[src/rtl/gpx_pkg.sv]
package gpx_pkg;
    typedef enum logic [1:0] {
        SEL_INPUT  = 2'd0,
        SEL_OUTPUT = 2'd1,
        SEL_INVERT = 2'd2,
        SEL_DIR    = 2'd3
    } reg_sel_e;

    typedef enum logic [1:0] {
        ST_IDLE  = 2'd0,
        ST_READ  = 2'd1,
        ST_WRITE = 2'd2
    } acc_state_e;
endpackage

[src/rtl/gpx_access_fsm.sv]
module gpx_access_fsm
    import gpx_pkg::*;
(
    input  logic       clk,
    input  logic       rst_n,
    input  logic       wr_stb,
    input  logic       rd_stb,
    output logic       wr_fire,
    output logic       rd_fire,
    output logic       rd_valid,
    output logic       pin_load
);
    acc_state_e state_q, state_d;

    // Writes take priority over reads on the same edge.
    assign wr_fire = wr_stb;
    assign rd_fire = rd_stb & ~wr_stb;

    always_ff @(posedge clk or negedge rst_n) begin
        if (!rst_n) state_q <= ST_IDLE;
        else        state_q <= state_d;
    end

    always_comb begin
        state_d = ST_IDLE;
        unique case (state_q)
            ST_IDLE, ST_READ, ST_WRITE: begin
                if (wr_stb)      state_d = ST_WRITE;  // take_write
                else if (rd_stb) state_d = ST_READ;   // take_read
                else             state_d = ST_IDLE;   // go_idle
            end
            default: state_d = ST_IDLE;
        endcase
    end

    always_comb begin
        rd_valid = 1'b0;
        pin_load = 1'b0;
        unique case (state_q)
            ST_IDLE:  ;
            ST_READ:  rd_valid = 1'b1;
            ST_WRITE: pin_load = 1'b1;
            default:  ;
        endcase
    end
endmodule

[src/rtl/gpx_regfile.sv]
module gpx_regfile
    import gpx_pkg::*;
#(
    parameter int N_PINS = 4,
    parameter int REG_W  = 8
) (
    input  logic              clk,
    input  logic              rst_n,
    input  logic              wr_fire,
    input  logic              rd_fire,
    input  logic [1:0]        sel,
    input  logic [REG_W-1:0]  wr_data,
    input  logic [N_PINS-1:0] pin_in,
    output logic [REG_W-1:0]  out_q,
    output logic [REG_W-1:0]  dir_q,
    output logic [REG_W-1:0]  rd_word
);
    localparam int SPARE = REG_W - N_PINS;

    logic [REG_W-1:0]  inv_q;
    logic [N_PINS-1:0] cap_q;
    reg_sel_e          rsel_q;
    reg_sel_e          wsel;

    assign wsel = reg_sel_e'(sel);

    always_ff @(posedge clk or negedge rst_n) begin
        if (!rst_n) begin
            out_q <= '1;
            dir_q <= '1;
            inv_q <= '0;
        end else if (wr_fire) begin
            unique case (wsel)
                SEL_INPUT:  ;
                SEL_OUTPUT: out_q <= wr_data;
                SEL_INVERT: inv_q <= wr_data;
                SEL_DIR:    dir_q <= wr_data;
                default:    ;
            endcase
        end
    end

    always_ff @(posedge clk or negedge rst_n) begin
        if (!rst_n) begin
            cap_q  <= '1;
            rsel_q <= SEL_INPUT;
        end else if (rd_fire) begin
            cap_q  <= pin_in;
            rsel_q <= wsel;
        end
    end

    always_comb begin
        rd_word = '0;
        unique case (rsel_q)
            SEL_INPUT:  rd_word = {{SPARE{1'b1}}, cap_q ^ inv_q[N_PINS-1:0]};
            SEL_OUTPUT: rd_word = out_q;
            SEL_INVERT: rd_word = inv_q;
            SEL_DIR:    rd_word = dir_q;
            default:    rd_word = '0;
        endcase
    end
endmodule

[src/rtl/gpx_pin_drv.sv]
module gpx_pin_drv #(
    parameter int N_PINS = 4,
    parameter int REG_W  = 8
) (
    input  logic              clk,
    input  logic              rst_n,
    input  logic              load,
    input  logic [REG_W-1:0]  out_q,
    input  logic [REG_W-1:0]  dir_q,
    output logic [N_PINS-1:0] pin_out,
    output logic [N_PINS-1:0] pin_oe
);
    for (genvar i = 0; i < N_PINS; i++) begin : g_pin
        always_ff @(posedge clk or negedge rst_n) begin
            if (!rst_n) begin
                pin_oe[i]  <= 1'b0;
                pin_out[i] <= 1'b0;
            end else if (load) begin
                pin_oe[i]  <= ~dir_q[i];
                pin_out[i] <= ~dir_q[i] & out_q[i];
            end
        end
    end
endmodule

[src/rtl/gpio_expander_bank.sv]
module gpio_expander_bank #(
    parameter int N_PINS = 4,
    parameter int REG_W  = 8
) (
    input  logic              clk,
    input  logic              rst_n,
    input  logic [1:0]        reg_sel,
    input  logic              wr_stb,
    input  logic [REG_W-1:0]  wr_data,
    input  logic              rd_stb,
    output logic [REG_W-1:0]  rd_data,
    output logic              rd_valid,
    input  logic [N_PINS-1:0] pin_in,
    output logic [N_PINS-1:0] pin_out,
    output logic [N_PINS-1:0] pin_oe
);
    logic             wr_fire, rd_fire, pin_load;
    logic [REG_W-1:0] out_q, dir_q, rd_word;

    gpx_access_fsm u_fsm (
        .clk(clk), .rst_n(rst_n), .wr_stb(wr_stb), .rd_stb(rd_stb),
        .wr_fire(wr_fire), .rd_fire(rd_fire), .rd_valid(rd_valid),
        .pin_load(pin_load)
    );

    gpx_regfile #(.N_PINS(N_PINS), .REG_W(REG_W)) u_regs (
        .clk(clk), .rst_n(rst_n), .wr_fire(wr_fire), .rd_fire(rd_fire),
        .sel(reg_sel), .wr_data(wr_data), .pin_in(pin_in),
        .out_q(out_q), .dir_q(dir_q), .rd_word(rd_word)
    );

    gpx_pin_drv #(.N_PINS(N_PINS), .REG_W(REG_W)) u_pins (
        .clk(clk), .rst_n(rst_n), .load(pin_load), .out_q(out_q),
        .dir_q(dir_q), .pin_out(pin_out), .pin_oe(pin_oe)
    );

    assign rd_data = rd_valid ? rd_word : '0;
endmodule

[config.mk]
export PLATFORM = sky130hd
export DESIGN_NAME = gpio_expander_bank
export DESIGN_NICKNAME = d
export VERILOG_FILES = /design/src/rtl/gpx_pkg.sv /design/src/rtl/gpx_access_fsm.sv /design/src/rtl/gpx_regfile.sv /design/src/rtl/gpx_pin_drv.sv /design/src/rtl/gpio_expander_bank.sv
export SDC_FILE = /design/constraint.sdc
export NUM_CORES = 1
export LEC_CHECK = 0
export ABC_AREA = 1
export ABC_CLOCK_PERIOD_IN_PS = 1380
export CELL_PAD_IN_SITES_DETAIL_PLACEMENT = 1
export CELL_PAD_IN_SITES_GLOBAL_PLACEMENT = 2
export CORE_MARGIN = 5
export CORE_UTILIZATION = 30
export CTS_CLUSTER_SIZE = 30
export DETAILED_ROUTE_END_ITERATION = 8
export MAX_ROUTING_LAYER = met4
export PLACE_DENSITY_LB_ADDON = 0.12
export SYNTH_ARGS = -nofsm -noshare
export SYNTH_HDL_FRONTEND = slang
export SYNTH_SLANG_ARGS = --single-unit
[constraint.sdc]
create_clock -name clk -period 1.38 [get_ports clk]
set_input_delay 0.345 -clock clk [delete_from_list [all_inputs] [get_ports clk]]
set_output_delay 0.345 -clock clk [all_outputs]
set_load 0.02 [all_outputs]
==> impl_metrics.yaml, run 1 <==
clock_tree:
  clk_path_buf_depth: 2
  cts_buffers: 5
  hold_buffers: 0
  cts.sink_count: 40
  path_clk_slew_ns: 0.08
  cts-root-buf: "clkbuf_8"
  htree_num_levels: 2
  tritoncts: "yes"
  clkLatencyLatePin_ns: 0.29
floorplan:
  dieArea_sq_um: 8040
  ioPinCount: 35
  core_area_sq_um: 6280
  rows: 29
  start_util_pct: 30.3
  die_x_um: 89.6
  die_y_um: 89.6
worst_setup_path:
  critPathRequiredTime_ns: 1.03
  critPathMaxFanout: 7
  worstSetupPathType: "reg2out"
  cp.arrival_ns: 1.37
  cp-end-kind: "output port"
  worst_setup_path_start_kind: "register"
routing:
  avgRoutedWirePerCell_um: 13.8
  first_iter_violations: 50
  route.detailed.drc: 0
  via_per_inst: 4.43
  drt-pass1-iter-count: 4
  wl_mm: 5.29
  ant_nets: 0
  vias: 1703
run_status:
  violations: "negative setup slack"
  status: "finished with violations"
pwr:
  p_leak_uw: 0.00133
  p_sw_share_pct: 31.7
  switchingPower_uw: 1020
  irDropWorstVdd_mv: 0.541
  seqPwrFrac_pct: 47.7
  pwr-share-clk_pct: 23.7
  intPower_uw: 2200
  power_density_nw_per_um2: 1170
  power_frac_comb_pct: 28.6
cells_and_area:
  syn_to_final_growth_pct: 45.0
  antenna_cells: 0
  drive_gt1_share_pct: 35.2
  utilization_pct: 44.0
  nNetsFinal: 324
synthesis:
  synth_nets: 256
  synth_seq_cells: 40
  synthFlopType: "dfstp_2"
  ys_top_cells_by_area: "dfstp_2 28%, dfrtp_1 26%, nand2_1 11%, inv_1 6.3%, o21ai_0 5.5%"
  avgSynthCellArea_sq_um: 8.00
  ys_warn_count: 0
  ys_seq_area_share_pct: 53.9
  synthCells: 238
  synth_top_area_cell: "dfstp_2"
  syn_area_sq_um: 1900
  synth-async-reset-ratio_pct: 100
  synth_cell_types: 17
  synth_most_common_cell: "nand2_1"
  yosysTopAreaCellShare_pct: 27.6
  synth.top_cells.by_count: "55 x nand2_1, 32 x inv_1, 25 x nor2_1"
  synth_edf_count: 0
placement:
  gp_congestion: 0.791
  io_buffers: 34
  dpl.hpwl_mm: 3.87
  dp_slack_ns: -0.511
timing:
  fin_hold_ws_ns: 0.0180
  min_period_over_period_pct: 124
  fmax_mhz: 584
  slew_headroom_pct: 82.3
  finalSetupViolations: 9
  post-route-min-period_ns: 1.71
  hold_viol: 0
  final_max_slew_viol_count: 0
  rsz0062_at_grt: "true"
  setup_ws_ns: -0.332
  worst_slew_pin_slew_ns: 0.264
  finalClockSkew_ns: 0.00917
flow_run:
  cap_violations: 0
global_routing:
  grt_pass1_vias: 1823
  antenna_found_initial: 0
  grtUsageTotal_pct: 15.3
  grt_max_degree: 41
  grt_pass1_wl_mm: 8.95
  grt_overflow: 0
worst_hold_path:
  hold_path.class: "in2async"
[metrics by stage]
stage | setup TNS (ns) | cell area, sq um | std cells | power [uW]
CTS | -3.22 | 2680 | 382 | 3230
global placement | -8.16 | 2590 | 374 | 2440
finish | -2.72 | 2760 | 384 | 3230
global route | -3.50 | 2760 | 384 | 3470
floorplan | 0 | 1940 | 238 | 2000
detailed placement | -8.54 | 2590 | 374 | 2460
[cells in the final DEF, fill, tap and decap left out]
master	synthesis	layout
buf_6	1	13
o21ai_0	21	21
inv_4	0	1
nor2_4	0	1
nor2_1	25	7
buf_12	0	2
buf_2	5	1
clkdlybuf4s50_1	0	16
dfrtp_2	0	2
inv_1	32	31
nor2_2	0	17
o21ai_1	17	17
clkinv_2	0	1
nand3_2	3	5
nand3_1	19	17
dlygate4sd2_1	0	7
inv_2	1	2
nand2_1	55	54
a21oi_1	13	8
clkbuf_8	0	5
a21oi_2	0	5
buf_4	3	31
clkbuf_1	1	2
dfrtp_1	20	18
clkdlybuf4s15_1	0	1
nand2_2	1	2
dfstp_2	20	20
[state kept, by name, summed over array words and instances (netlist names)]
name	flops
u_pins.pin_oe	4
u_regs.out_q	8
u_regs.inv_q	8
u_regs.rsel_q	2
u_regs.dir_q	8
u_pins.pin_out	4
u_fsm.state_q	2
u_regs.cap_q	4
[area by class of cell]
cell class              instances  area [sq um]
fillers                       756          3520
flip-flops and latches         40          1030
multi-input cells             154           768
repair buffers                 71           656
inverters                      34           130
well taps                      77          96.3
clock buffers                   7          76.3
clock inverters                 1          5.00
[power groups by stage]
stage / Combinational, uW / Sequential [uW] / Clock, uW
final: 924 / 1540 / 765
after global routing: 1040 / 1570 / 857
after CTS: 896 / 1540 / 803
after detailed placement: 905 / 1550 / 0
after global placement: 891 / 1550 / 0
after floorplan: 420 / 1580 / 0
[critical path, stage by stage (launching register included)]
cell     delay [ns]
dfrtp_2        0.46
buf_6          0.16
a21oi_1        0.17
nor2_2         0.05
nor2_2         0.11
buf_6          0.12
[cell families after synthesis]
family	after synthesis	synth area share, %
buf+inv	44	9.99
compound gates	51	13.4
simple gates	103	22.7
flops	40	53.9
[final timing paths]
path	end	cells past startpoint	slack, ns	from
min reg2reg	u_regs.out_q[7]	2	0.47	u_regs.out_q[7]
max	rd_data[4]	5	-0.33	u_regs.rsel_q[0]
max in group asynchronous	u_regs.cap_q[0]	2	1.10	rst_n
min	u_regs.inv_q[2]	2	0.02	rst_n
max reg2reg	u_pins.pin_out[0]	5	0.19	u_fsm.state_q[0]
min in group clk	u_regs.out_q[7]	2	0.47	u_regs.out_q[7]
[routing by layer]
metal	share of wire, %	track usage [%]
met4	1.2	4.06
met3	3.7	3.10
met2	51	25.9
met5	0	-
met1	44	18.4
[timing repair]
item	4_1_cts	5_1_grt
cloned	0	0
setup endpoints to repair	17	10
gates resized for setup	64	24
pin swaps	6	6
buffers inserted	0	3
(Power assumes the default switching activity.)
==> run 2: changes to the inputs <==
CORE_ASPECT_RATIO = 1.2   (was unset)
==> run 2 against run 1 <==
  * The flow still finishes with violations (negative setup slack)
  * Largest cell class unchanged
  * Sequential share of layout area fell by 0.65 points
  * Critical path type unchanged
  * Via count rose by 0.82%
  * Utilization rose by 2.2 points
  * Clock power rose by 33%
  * Register-to-register slack improved by 0.05 ns
==> impl_metrics.yaml, run 2 (synthesized netlist as in run 1, its figures left out) <==
run_status:
  status: "finished with violations"
  violations: "negative setup slack"
timing:
  hold_viol: 0
  rsz0062_at_grt: "true"
  finalClockSkew_ns: 0.00522
  finalSetupViolations: 9
  slew_headroom_pct: 82.0
  min_period_over_period_pct: 125
  final.setup.tns_ns: -2.76
  worst_slew_pin_slew_ns: 0.269
  post-route-min-period_ns: 1.73
  setup_ws_ns: -0.347
  fmax_mhz: 579
  final_max_slew_viol_count: 0
cells_and_area:
  antenna_cells: 0
  mostFrequentLayoutCells: "55 x nand2_1, 32 x inv_1, 21 x o21ai_0, 21 x buf_4, 20 x dfstp_2"
  utilization_pct: 46.1
  nNetsFinal: 318
  syn_to_final_growth_pct: 47.6
  layout_commonest_cell: "nand2_1"
  drive_gt1_share_pct: 33.2
  reg_top3: "u_regs.dir_q (8), u_regs.inv_q (8), u_regs.out_q (8)"
placement:
  gp_congestion: 0.733
  dpl.hpwl_mm: 3.86
  dp_slack_ns: -0.612
  io_buffers: 34
worst_setup_path:
  slowest_delay_ns: 0.48
  critPathRequiredTime_ns: 1.03
  cp-end-kind: "output port"
  cp.arrival_ns: 1.38
  path_buf_inv: 2
  critPathMaxFanout: 6
  crit_family: "flip-flops"
  worstSetupPathType: "reg2out"
  worst_setup_path_start_kind: "register"
  slowest_stage: "dfrtp_2"
  crit_chain: "buf_6, nand3_2, nand2_1, nor2_2, nor2_2, buf_6"
floorplan:
  die_x_um: 82.7
  die_y_um: 97.3
  rows: 31
  dieArea_sq_um: 8040
  ioPinCount: 35
  core_area_sq_um: 6090
  start_util_pct: 31.3
global_routing:
  grt_pass1_wl_mm: 8.91
  grtUsageTotal_pct: 14.8
  grt_overflow: 0
  antenna_found_initial: 0
  grt_max_degree: 41
  grt_pass1_vias: 1802
clock_tree:
  clk_path_buf_depth: 2
  clkLatencyLatePin_ns: 0.29
  path_clk_slew_ns: 0.08
  tritoncts: "yes"
  hold_buffers: 0
  cts-root-buf: "clkbuf_8"
  cts_buffers: 5
  cts.sink_count: 40
  htree_num_levels: 2
routing:
  ant_nets: 0
  route.detailed.drc: 0
  via_per_inst: 4.48
  drt-pass1-iter-count: 4
  first_iter_violations: 38
  avgRoutedWirePerCell_um: 13.6
  vias: 1717
  wl_mm: 5.19
pwr:
  p_leak_uw: 0.00133
  power_density_nw_per_um2: 1240
  irDropWorstVdd_mv: 0.451
flow_run:
  cap_violations: 0
worst_hold_path:
  hold_path.class: "in2async"
run 2: cell count changes in the layout (fill, tap and decap cells not counted), moves of 3 or more:
cell	change
buf_12	+3
buf_4	-10
clkdlybuf4s15_1	+4
nor2_1	+3
nor2_2	-4
dlygate4sd2_1	-4
run 2: power by group:
group | switching (uW) | internal (uW)
Combinational | 482 | 428
Sequential | 132 | 1420
Clock | 430 | 592
Total | 1040 | 2440
run 2: routing by layer:
layer  vias to the layer above  share of wire, %  GRT usage [%]
li1                        877                 -              -
met1                       810                45           17.8
met2                        25                51           24.8
met3                         5               3.0           2.32
met4                         0               1.2           4.53
met5                         -                 0              -
run 2: worst reg2reg max path, delay by kind of cell, from the launching register on:
family	cells	cell delay, ns
DFF	1	0.40
and+or+nand+nor	2	0.31
buffers and inverters	2	0.21
AOI/OAI and AO/OA	1	0.14
run 2: stage by stage:
stage,cells,area (sq um),total power (uW),hold slack (ns)
floorplan,238,1940,2000,0.0494
global route,383,2810,3710,0.0248
detailed placement,374,2590,2460,0.340
CTS,383,2780,3520,0.0172
finish,383,2810,3480,0.0173
global placement,374,2590,2430,0.335
run 2: path summary, 6_finish.rpt:
path	endpoint	cells past startpoint	slack [ns]	from
worst max-delay path	rd_data[1]	6	-0.35	u_regs.rsel_q[0]
worst min-delay path	u_regs.inv_q[4]	2	0.02	rst_n
worst max register to register	u_pins.pin_out[0]	5	0.24	u_fsm.state_q[1]
worst min register to register	u_regs.out_q[2]	2	0.47	u_regs.out_q[2]
max in group asynchronous	u_regs.out_q[3]	2	1.11	rst_n
min in group clk	u_regs.out_q[2]	2	0.47	u_regs.out_q[2]
run 2: layout make-up:
class | instances | area [sq um]
tap | 82 | 103
clock inverter | 2 | 38.8
fill | 749 | 3280
inverter | 34 | 133
sequential | 40 | 1030
multi-input combinational | 154 | 769
clock buffer | 6 | 82.6
timing repair buffer | 65 | 654
run 2: repair_timing:
action | 4_1_cts | 5_1_grt
buffers inserted | 0 | 0
resized for setup | 79 | 12
pin swaps | 10 | 1
cloned | 1 | 0
setup endpoints to repair | 17 | 14
